--- config.mk ---
export PLATFORM = sky130hd
export DESIGN_NAME = pat_addr_seq
export DESIGN_NICKNAME = d
export VERILOG_FILES = /design/src/rtl/seq_pkg.sv /design/src/rtl/seq_lifo.sv /design/src/rtl/seq_next.sv /design/src/rtl/pat_addr_seq.sv
export SDC_FILE = /design/constraint.sdc
export NUM_CORES = 1
export LEC_CHECK = 0
export BUFFER_PORTS_ARGS = -buffer_cell sky130_fd_sc_hd__buf_2
export CELL_PAD_IN_SITES_DETAIL_PLACEMENT = 1
export CELL_PAD_IN_SITES_GLOBAL_PLACEMENT = 1
export CORE_MARGIN = 3
export CORE_UTILIZATION = 35
export DETAILED_ROUTE_END_ITERATION = 10
export GPL_ROUTABILITY_DRIVEN = 0
export PLACE_DENSITY_LB_ADDON = 0.3
export SETUP_SLACK_MARGIN = 0.2
export SYNTH_ARGS = -nofsm -noshare
export SYNTH_HDL_FRONTEND = slang
export SYNTH_SLANG_ARGS = --single-unit
--- constraint.sdc ---
create_clock -name clk -period 11.2 [get_ports clk]
set_clock_uncertainty 0.05 [all_clocks]
set_input_delay 1.12 -clock clk [delete_from_list [all_inputs] [get_ports clk]]
set_output_delay 1.12 -clock clk [all_outputs]
set_load 0.01 [all_outputs]
--- src/rtl/seq_pkg.sv ---
package seq_pkg;

  typedef enum logic [3:0] {
    OP_NOP   = 4'd0,
    OP_LOOP  = 4'd1,
    OP_ENDL  = 4'd2,
    OP_MLOOP = 4'd3,
    OP_JMP   = 4'd4,
    OP_BRK   = 4'd5,
    OP_CONT  = 4'd6,
    OP_BRF   = 4'd7,
    OP_CALL  = 4'd8,
    OP_RET   = 4'd9,
    OP_STOP  = 4'd10
  } op_e;

  typedef enum logic [1:0] {
    ST_RUN  = 2'd0,
    ST_WAIT = 2'd1,
    ST_HALT = 2'd2
  } st_e;

  // Branch condition select: 0 fail, 1 pass, 2 bin set, 3 bin clear
  function automatic logic f_take(input logic [1:0] sel, input logic fail, input logic bin);
    case (sel)
      2'd0:    return fail;
      2'd1:    return !fail;
      2'd2:    return bin;
      default: return !bin;
    endcase
  endfunction

endpackage

--- src/rtl/seq_lifo.sv ---
module seq_lifo #(
  parameter int W     = 16,
  parameter int DEPTH = 8
) (
  input  logic         clk,
  input  logic         rst_n,
  input  logic         push,
  input  logic         pop,
  input  logic         upd,
  input  logic [W-1:0] din,
  output logic [W-1:0] top,
  output logic         full,
  output logic         empty
);
  localparam int IXW = (DEPTH > 1) ? $clog2(DEPTH) : 1;
  localparam int CNW = $clog2(DEPTH + 1);

  logic [W-1:0]   mem [DEPTH];
  logic [CNW-1:0] cnt_q;
  logic [IXW-1:0] top_ix;
  logic [IXW-1:0] wr_ix;

  assign top_ix = IXW'(cnt_q - CNW'(1));
  assign wr_ix  = IXW'(cnt_q);
  assign full   = (cnt_q == CNW'(DEPTH));
  assign empty  = (cnt_q == '0);
  assign top    = mem[top_ix];

  always_ff @(posedge clk) begin
    if (push)     mem[wr_ix]  <= din;
    else if (upd) mem[top_ix] <= din;
  end

  always_ff @(posedge clk or negedge rst_n) begin
    if (!rst_n)    cnt_q <= '0;
    else if (push) cnt_q <= cnt_q + CNW'(1);
    else if (pop)  cnt_q <= cnt_q - CNW'(1);
  end


  lifo_no_overflow_chk: assert property (@(posedge clk) disable iff (!rst_n) push |-> !full);

  lifo_no_underflow_chk: assert property (@(posedge clk) disable iff (!rst_n) (pop || upd) |-> !empty);

  lifo_one_op_chk: assert property (@(posedge clk) disable iff (!rst_n) $countones({push, pop, upd}) <= 1);

endmodule

--- src/rtl/seq_next.sv ---
module seq_next
  import seq_pkg::*;
#(
  parameter int AW = 16,
  parameter int CW = 16,
  localparam int LFW = 1 + AW + CW
) (
  input  op_e            op,
  input  logic [AW-1:0]  pc,
  input  logic [AW-1:0]  tgt,
  input  logic [CW-1:0]  cnt,
  input  logic [LFW-1:0] lf_top,
  input  logic           lf_empty,
  input  logic           lf_full,
  input  logic [AW-1:0]  rf_top,
  input  logic           rf_empty,
  input  logic           rf_full,
  input  logic           match_i,
  input  logic           fail_i,
  input  logic           bin_i,
  output logic [AW-1:0]  nxt_pc,
  output logic           l_push,
  output logic           l_pop,
  output logic           l_upd,
  output logic [LFW-1:0] l_wdata,
  output logic           r_push,
  output logic           r_pop,
  output logic [AW-1:0]  r_wdata,
  output logic           evt_stop,
  output logic           evt_err,
  output logic           evt_tmo
);
  function automatic logic [AW-1:0] f_inc(input logic [AW-1:0] a);
    return a + AW'(1);
  endfunction

  function automatic logic [CW-1:0] f_trip(input logic [CW-1:0] c);
    return (c == '0) ? CW'(1) : c;
  endfunction

  function automatic logic f_last(input logic [CW-1:0] rem);
    return rem <= CW'(1);
  endfunction

  logic          lf_kind;
  logic [AW-1:0] lf_start;
  logic [CW-1:0] lf_rem;
  logic [AW-1:0] exit_pc;

  assign {lf_kind, lf_start, lf_rem} = lf_top;
  assign exit_pc = (op == OP_ENDL) ? f_inc(pc) : tgt;
  assign r_wdata = f_inc(pc);

  always_comb begin
    nxt_pc   = f_inc(pc);
    l_push   = 1'b0;
    l_pop    = 1'b0;
    l_upd    = 1'b0;
    l_wdata  = {(op == OP_MLOOP), f_inc(pc), f_trip(cnt)};
    r_push   = 1'b0;
    r_pop    = 1'b0;
    evt_stop = 1'b0;
    evt_err  = 1'b0;
    evt_tmo  = 1'b0;
    case (op)
      OP_LOOP, OP_MLOOP: begin
        if (lf_full) begin evt_err = 1'b1; nxt_pc = pc; end
        else l_push = 1'b1;
      end
      OP_ENDL, OP_CONT: begin
        if (lf_empty) begin
          evt_err = 1'b1; nxt_pc = pc;
        end else if (lf_kind && match_i) begin
          l_pop = 1'b1; nxt_pc = exit_pc;
        end else if (f_last(lf_rem)) begin
          l_pop = 1'b1; nxt_pc = exit_pc; evt_tmo = lf_kind;
        end else begin
          l_upd   = 1'b1;
          l_wdata = {lf_kind, lf_start, lf_rem - CW'(1)};
          nxt_pc  = lf_start;
        end
      end
      OP_JMP: nxt_pc = tgt;
      OP_BRK: begin
        if (lf_empty) begin evt_err = 1'b1; nxt_pc = pc; end
        else begin l_pop = 1'b1; nxt_pc = tgt; end
      end
      OP_BRF: if (f_take(cnt[1:0], fail_i, bin_i)) nxt_pc = tgt;
      OP_CALL: begin
        if (rf_full) begin evt_err = 1'b1; nxt_pc = pc; end
        else begin r_push = 1'b1; nxt_pc = tgt; end
      end
      OP_RET: begin
        if (rf_empty) begin evt_err = 1'b1; nxt_pc = pc; end
        else begin r_pop = 1'b1; nxt_pc = rf_top; end
      end
      OP_STOP: begin evt_stop = 1'b1; nxt_pc = pc; end
      default: ;
    endcase
  end

endmodule

--- src/rtl/pat_addr_seq.sv ---
module pat_addr_seq
  import seq_pkg::*;
#(
  parameter int AW     = 16,
  parameter int CW     = 16,
  parameter int LDEPTH = 8,
  parameter int RDEPTH = 8,
  localparam int IW    = 4 + AW + CW,
  localparam int LFW   = 1 + AW + CW
) (
  input  logic          clk,
  input  logic          rst_n,
  input  logic [IW-1:0] instr_i,
  input  logic          match_i,
  input  logic          fail_i,
  input  logic          bin_i,
  input  logic          ack_i,
  output logic [AW-1:0] addr_o,
  output logic          done_o,
  output logic          err_o,
  output logic          timeout_o
);
  st_e           st_q;
  logic [AW-1:0] pc_q;
  logic          err_q, tmo_q;

  op_e           op;
  logic [AW-1:0] arg_tgt;
  logic [CW-1:0] arg_cnt;
  assign op      = op_e'(instr_i[IW-1 -: 4]);
  assign arg_tgt = instr_i[AW+CW-1 -: AW];
  assign arg_cnt = instr_i[CW-1:0];

  // Named internal events
  logic run_cyc;
  logic [AW-1:0] nxt_pc;
  logic l_push, l_pop, l_upd, r_push, r_pop;
  logic evt_stop, evt_err, evt_tmo;
  logic [LFW-1:0] l_wdata, lf_top;
  logic [AW-1:0]  r_wdata, rf_top;
  logic lf_full, lf_empty, rf_full, rf_empty;

  assign run_cyc = (st_q == ST_RUN);

  seq_next #(.AW(AW), .CW(CW)) u_next (
    .op(op), .pc(pc_q), .tgt(arg_tgt), .cnt(arg_cnt),
    .lf_top(lf_top), .lf_empty(lf_empty), .lf_full(lf_full),
    .rf_top(rf_top), .rf_empty(rf_empty), .rf_full(rf_full),
    .match_i(match_i), .fail_i(fail_i), .bin_i(bin_i),
    .nxt_pc(nxt_pc), .l_push(l_push), .l_pop(l_pop), .l_upd(l_upd), .l_wdata(l_wdata),
    .r_push(r_push), .r_pop(r_pop), .r_wdata(r_wdata),
    .evt_stop(evt_stop), .evt_err(evt_err), .evt_tmo(evt_tmo)
  );

  seq_lifo #(.W(LFW), .DEPTH(LDEPTH)) u_loop_stk (
    .clk(clk), .rst_n(rst_n),
    .push(run_cyc && l_push), .pop(run_cyc && l_pop), .upd(run_cyc && l_upd),
    .din(l_wdata), .top(lf_top), .full(lf_full), .empty(lf_empty)
  );

  seq_lifo #(.W(AW), .DEPTH(RDEPTH)) u_ret_stk (
    .clk(clk), .rst_n(rst_n),
    .push(run_cyc && r_push), .pop(run_cyc && r_pop), .upd(1'b0),
    .din(r_wdata), .top(rf_top), .full(rf_full), .empty(rf_empty)
  );

  always_ff @(posedge clk or negedge rst_n) begin
    if (!rst_n) begin
      st_q  <= ST_RUN;
      pc_q  <= '0;
      err_q <= 1'b0;
      tmo_q <= 1'b0;
    end else begin
      case (st_q)
        ST_RUN: begin
          if (evt_err) begin
            st_q  <= ST_HALT;
            err_q <= 1'b1;
          end else begin
            pc_q <= nxt_pc;
            if (evt_stop) st_q <= ST_WAIT;
            if (evt_tmo)  tmo_q <= 1'b1;
          end
        end
        ST_WAIT: begin
          if (ack_i) begin
            st_q <= ST_RUN;
            pc_q <= pc_q + AW'(1);
          end
        end
        default: ;
      endcase
    end
  end

  assign addr_o    = pc_q;
  assign done_o    = (st_q == ST_WAIT);
  assign err_o     = err_q;
  assign timeout_o = tmo_q;


  jmp_target_chk: assert property (@(posedge clk) disable iff (!rst_n)
    (run_cyc && op == OP_JMP) |=> (addr_o == $past(arg_tgt)));

  ret_target_chk: assert property (@(posedge clk) disable iff (!rst_n)
    (run_cyc && op == OP_RET && !rf_empty) |=> (addr_o == $past(rf_top)));

  stop_hold_chk: assert property (@(posedge clk) disable iff (!rst_n)
    (done_o && !ack_i) |=> (done_o && $stable(addr_o)));

  stop_enter_chk: assert property (@(posedge clk) disable iff (!rst_n)
    (run_cyc && op == OP_STOP) |=> (done_o && $stable(addr_o)));

  err_sticky_chk: assert property (@(posedge clk) disable iff (!rst_n)
    err_o |=> (err_o && $stable(addr_o) && !done_o));

  call_ovf_chk: assert property (@(posedge clk) disable iff (!rst_n)
    (run_cyc && op == OP_CALL && rf_full) |=> err_o);

  tmo_sticky_chk: assert property (@(posedge clk) disable iff (!rst_n)
    timeout_o |=> timeout_o);

endmodule

==> qor_table.md <==
| Quantity | This run | Unit |
|:---|:---|:---|
| Status | finished, final reports clean | - |
| DR vias/cell | 5.57 | - |
| Initial cell density of the core | 35.8 | % |
| Proportion of register bits with asynchronous set or reset after synthesis | 6.67 | % |
| Area of combinational cells with multiple inputs | 5720 | µm² |
| Number of H-tree branching levels | 2 | - |
| Average cell area after synthesis | 16.3 | µm² |
| Port buffer count | 60 | - |
| Pin count of the biggest net entering global routing | 59 | - |
| Relative area change from synthesis to final layout | 14.5 | % |
| Die Area | 55,700 | µm² |
| Measured slew at the worst slew-check pin | 1210 | ps |
| Leading register cell type out of synthesis | sky130_fd_sc_hd__edfxtp_1 | - |
| Global-route wire length before repair | 75,300 | µm |
| Launch point of the critical path | u_loop_stk.cnt_q[0] | - |
| Arrival time of data at the critical path endpoint | 6420 | ps |
| Wire length reported by the detailed router | 50,100 | µm |
| Iteration-0 DRC count of the detailed router | 771 | - |
| Leak pwr | 6.74 | nW |
| Type of the most critical hold path | flop to flop | - |
| Final instance area | 21,200 | µm² |
| Post-route fraction of the period consumed by the critical path | 55.7 | % |
| Startpoint kind of the worst setup timing path | flop | - |
| Clock slew at the register clock pins of the worst setup and hold paths | 60 | ps |
| Normalized max-slew margin | 18.7 | % |
| Syn Std Cell Area | 18,500 | µm² |
| Crit end category | flop | - |
| Adder and majority cell fraction of the synthesized area | 0.473 | % |
| Total DRC errors in the routed layout | 0 | - |
| Setup Total Neg Slack | 0 | ps |
| Number of nets in the synthesized netlist | 1,188 | - |
| Synthesis-stage register bit count | 420 | - |
| Critical Path End | u_loop_stk.mem[5][10] | - |
| Antenna violations before repair | 0 | - |
| Grt total ovfl | 0 | - |
| Post-detail-place hpwl | 33,000 | µm |
| FF/Latch Area | 12,500 | µm² |
| First-pass iteration count of the detailed router | 7 | - |
| Fin Hold WS | 477 | ps |
| Clock latency on the worst-skew pair | 580 | ps |
| Total Routing Usage GR | 17.9 | % |
| Std-Cell Core Area | 51,800 | µm² |
| Setup violation total in the final timing report | 0 | - |
| Number of cells on the worst reg-to-reg path | 11 | - |
| Clock Sink Count | 420 | - |
| Largest family of logic cells by synthesized area | multiplexers | - |
| Largest fanout on the critical path | 22 | - |
| Sequential fraction of the synthesis area | 67.3 | % |
| Time the final worst path needs with I/O delays and setup | 6240 | ps |
| Horizontal die dimension | 236 | µm |
| Setup repair after global routing missed its margin | false | - |
| Instance area after placement | 19,700 | µm² |
| Worst setup path class | flop to flop | - |
| Syn Inst Count | 1,139 | - |
| Required arrival time at the worst endpoint | 11,390 | ps |
| Number of synthesized flops with an enable pin | 392 | - |
| Die Y-Extent | 236 | µm |
| Number of max-cap violations | 0 | - |
| Post-CTS Resized | 0 | - |
| Number of buffers added for setup after CTS | 0 | - |
| Cell at the root of the clock tree | sky130_fd_sc_hd__clkbuf_16 | - |
| CTS tree | built | - |
| Number of library cell types mapped by synthesis | 68 | - |
| Antenna Violating Nets Remaining | 0 | - |
| Ratio of cells with drive above 1 in the final layout | 21.6 | % |
| Number of CTS-inserted buffers | 47 | - |
| Power density over cell area | 160 | nW/µm² |
| Area fraction in and, or, nand and nor cells after synthesis | 5.89 | % |
| Hold Buf Count CTS | 0 | - |
| Number of warnings issued by yosys | 0 | - |
| Number of filler instances in the final layout | 5,121 | - |
| Top achievable clock speed | 160 | MHz |
| Top-level I/O count | 61 | - |
| Worst supply voltage drop on vdd | 100 | µV |
| Number of cell rows | 83 | - |
| Routed len/inst | 25.9 | µm |
| Parity-gate share of the synthesized area counting xor and xnor cells | 1.94 | % |
| Vias after detailed routing | 10,800 | - |
| Maximum buffer depth of the clock tree | 3 | - |
| Reg2Reg Setup Slack | 4960 | ps |
| End of the worst register-to-register path | u_loop_stk.mem[5][10] | - |
| Multiplexer share of the synthesized area | 16.3 | % |
| Synthesized-area fraction occupied by ao, oa, aoi and oai cells | 5.74 | % |
| Core occupancy in the finished layout | 41.0 | % |
| Final number of hold-violating endpoints | 0 | - |
| Nets | 1,266 | - |
| Worst reg2reg startpoint | u_loop_stk.cnt_q[0] | - |
| Vias in the first global route | 11,500 | - |
| Final max-slew violation count | 0 | - |
[state kept, by name, indices dropped and copies added (netlist names)]
signal	cells
addr_o	16
err_o	1
st_q	2
timeout_o	1
u_loop_stk.cnt_q	4
u_loop_stk.mem	264
u_ret_stk.cnt_q	4
u_ret_stk.mem	128
[per-layer routing]
layer / up-vias / track usage [%] / part of all wire (%)
li1: 4704 / - / -
met1: 5708 / 24.2 / 44
met2: 293 / 29.9 / 49
met3: 74 / 2.77 / 4.5
met4: 0 / 5.29 / 2.3
met5: - / 0 / 0
[synthesized netlist by cell type, types with 4 or more instances]
master / count / area share, %
sky130_fd_sc_hd__a31oi_1: 5 / 0.17
sky130_fd_sc_hd__o21bai_1: 4 / 0.16
sky130_fd_sc_hd__a211oi_1: 15 / 0.61
sky130_fd_sc_hd__mux2i_1: 100 / 5.4
sky130_fd_sc_hd__xor2_1: 19 / 0.90
sky130_fd_sc_hd__buf_6: 8 / 0.49
sky130_fd_sc_hd__a2111oi_0: 4 / 0.19
sky130_fd_sc_hd__edfxtp_1: 392 / 64
sky130_fd_sc_hd__nor3_1: 17 / 0.46
sky130_fd_sc_hd__and2_1: 5 / 0.17
sky130_fd_sc_hd__buf_2: 8 / 0.22
sky130_fd_sc_hd__o21ai_0: 30 / 0.81
sky130_fd_sc_hd__nor4_1: 12 / 0.41
sky130_fd_sc_hd__inv_1: 32 / 0.65
sky130_fd_sc_hd__nor2_1: 47 / 0.95
sky130_fd_sc_hd__a21oi_1: 44 / 1.2
sky130_fd_sc_hd__clkbuf_1: 33 / 0.67
sky130_fd_sc_hd__nand2_1: 77 / 1.6
sky130_fd_sc_hd__nor3b_1: 6 / 0.24
sky130_fd_sc_hd__nor2b_1: 6 / 0.20
sky130_fd_sc_hd__o21ai_1: 10 / 0.27
sky130_fd_sc_hd__ha_1: 7 / 0.47
sky130_fd_sc_hd__mux2_2: 5 / 0.30
sky130_fd_sc_hd__o211ai_1: 5 / 0.20
sky130_fd_sc_hd__nand2b_1: 5 / 0.17
sky130_fd_sc_hd__mux4_1: 6 / 0.85
sky130_fd_sc_hd__mux4_2: 80 / 9.7
sky130_fd_sc_hd__a41oi_1: 4 / 0.19
sky130_fd_sc_hd__dfrtp_1: 28 / 3.8
sky130_fd_sc_hd__or2_2: 4 / 0.14
sky130_fd_sc_hd__buf_1: 9 / 0.18
sky130_fd_sc_hd__nand3_1: 17 / 0.46
sky130_fd_sc_hd__o22ai_1: 7 / 0.24
sky130_fd_sc_hd__nand4_1: 12 / 0.41
sky130_fd_sc_hd__xnor2_1: 19 / 0.90
[area by class of cell]
| class | instances | area share [%] |
|---|---|---|
| sequential | 420 | 58.8 |
| multi-input combinational | 626 | 27.0 |
| clock buffer | 60 | 5.97 |
| tap | 680 | 4.01 |
| timing repair buffer | 90 | 2.48 |
| clock inverter | 26 | 1.21 |
| inverter | 32 | 0.566 |
| antenna | 1 | 0.0118 |
[kinds of logic (layout without fill, tap and decap cells)]
family / count (synthesis) / count (layout)
compound gates: 164 / 164
xor+xnor: 39 / 39
fa+ha+maj: 7 / 7
buf+inv: 93 / 208
flops: 420 / 420
mux: 191 / 191
other cells: 0 / 1
simple gates: 225 / 225
[cells in the final DEF, fill, tap and decap left out, types with 5 or more instances in the layout]
cell / n
sky130_fd_sc_hd__a211oi_1: 13
sky130_fd_sc_hd__a21oi_1: 42
sky130_fd_sc_hd__a31oi_1: 5
sky130_fd_sc_hd__and2_1: 5
sky130_fd_sc_hd__buf_2: 60
sky130_fd_sc_hd__buf_4: 30
sky130_fd_sc_hd__clkbuf_1: 11
sky130_fd_sc_hd__clkbuf_16: 49
sky130_fd_sc_hd__clkinv_1: 8
sky130_fd_sc_hd__clkinv_2: 6
sky130_fd_sc_hd__dfrtp_1: 26
sky130_fd_sc_hd__edfxtp_1: 392
sky130_fd_sc_hd__ha_1: 5
sky130_fd_sc_hd__inv_1: 32
sky130_fd_sc_hd__mux2_2: 5
sky130_fd_sc_hd__mux2i_1: 100
sky130_fd_sc_hd__mux4_1: 6
sky130_fd_sc_hd__mux4_2: 80
sky130_fd_sc_hd__nand2_1: 77
sky130_fd_sc_hd__nand2b_1: 5
sky130_fd_sc_hd__nand3_1: 17
sky130_fd_sc_hd__nand4_1: 12
sky130_fd_sc_hd__nor2_1: 47
sky130_fd_sc_hd__nor2b_1: 6
sky130_fd_sc_hd__nor3_1: 11
sky130_fd_sc_hd__nor3_2: 6
sky130_fd_sc_hd__nor3b_1: 6
sky130_fd_sc_hd__nor4_1: 12
sky130_fd_sc_hd__o211ai_1: 5
sky130_fd_sc_hd__o21ai_0: 30
sky130_fd_sc_hd__o21ai_1: 10
sky130_fd_sc_hd__o22ai_1: 7
sky130_fd_sc_hd__xnor2_1: 18
sky130_fd_sc_hd__xor2_1: 19
[critical path, cell delays in order (launching register included)]
cell	delay (ps)
sky130_fd_sc_hd__dfrtp_4	570
sky130_fd_sc_hd__inv_1	190
sky130_fd_sc_hd__ha_2	290
sky130_fd_sc_hd__xor2_4	850
sky130_fd_sc_hd__buf_4	460
sky130_fd_sc_hd__mux4_2	290
sky130_fd_sc_hd__and2_1	220
sky130_fd_sc_hd__nand4_1	260
sky130_fd_sc_hd__o21ai_2	900
sky130_fd_sc_hd__o21ai_1	420
sky130_fd_sc_hd__a22oi_2	900
sky130_fd_sc_hd__buf_4	470
[power by group]
group | total, mW | switching, mW | internal, mW
clock | 1.52 | 0.623 | 0.897
sequential | 1.73 | 0.00890 | 1.72
combinational | 0.151 | 0.103 | 0.0487
[metrics by stage]
step                      setup WS, ps  power [mW]  cells
after global routing              4640        3.52   1934
final                             4960        3.40   1935
after floorplan                   4140        1.85   1139
after global placement            5040        1.91   1848
after detailed placement          4880        1.92   1848
after CTS                         4870        3.45   1934
[how the worst min path moves through the flow]
stage / startpoint / end / cells after the start
CTS: err_o / err_o / 1
detailed placement: err_o / err_o / 1
global placement: u_ret_stk.cnt_q[3] / u_ret_stk.cnt_q[3] / 1
finish: err_o / err_o / 1
global route: err_o / err_o / 1
floorplan: u_ret_stk.cnt_q[3] / u_ret_stk.cnt_q[3] / 1
(Power assumes the default switching activity.)
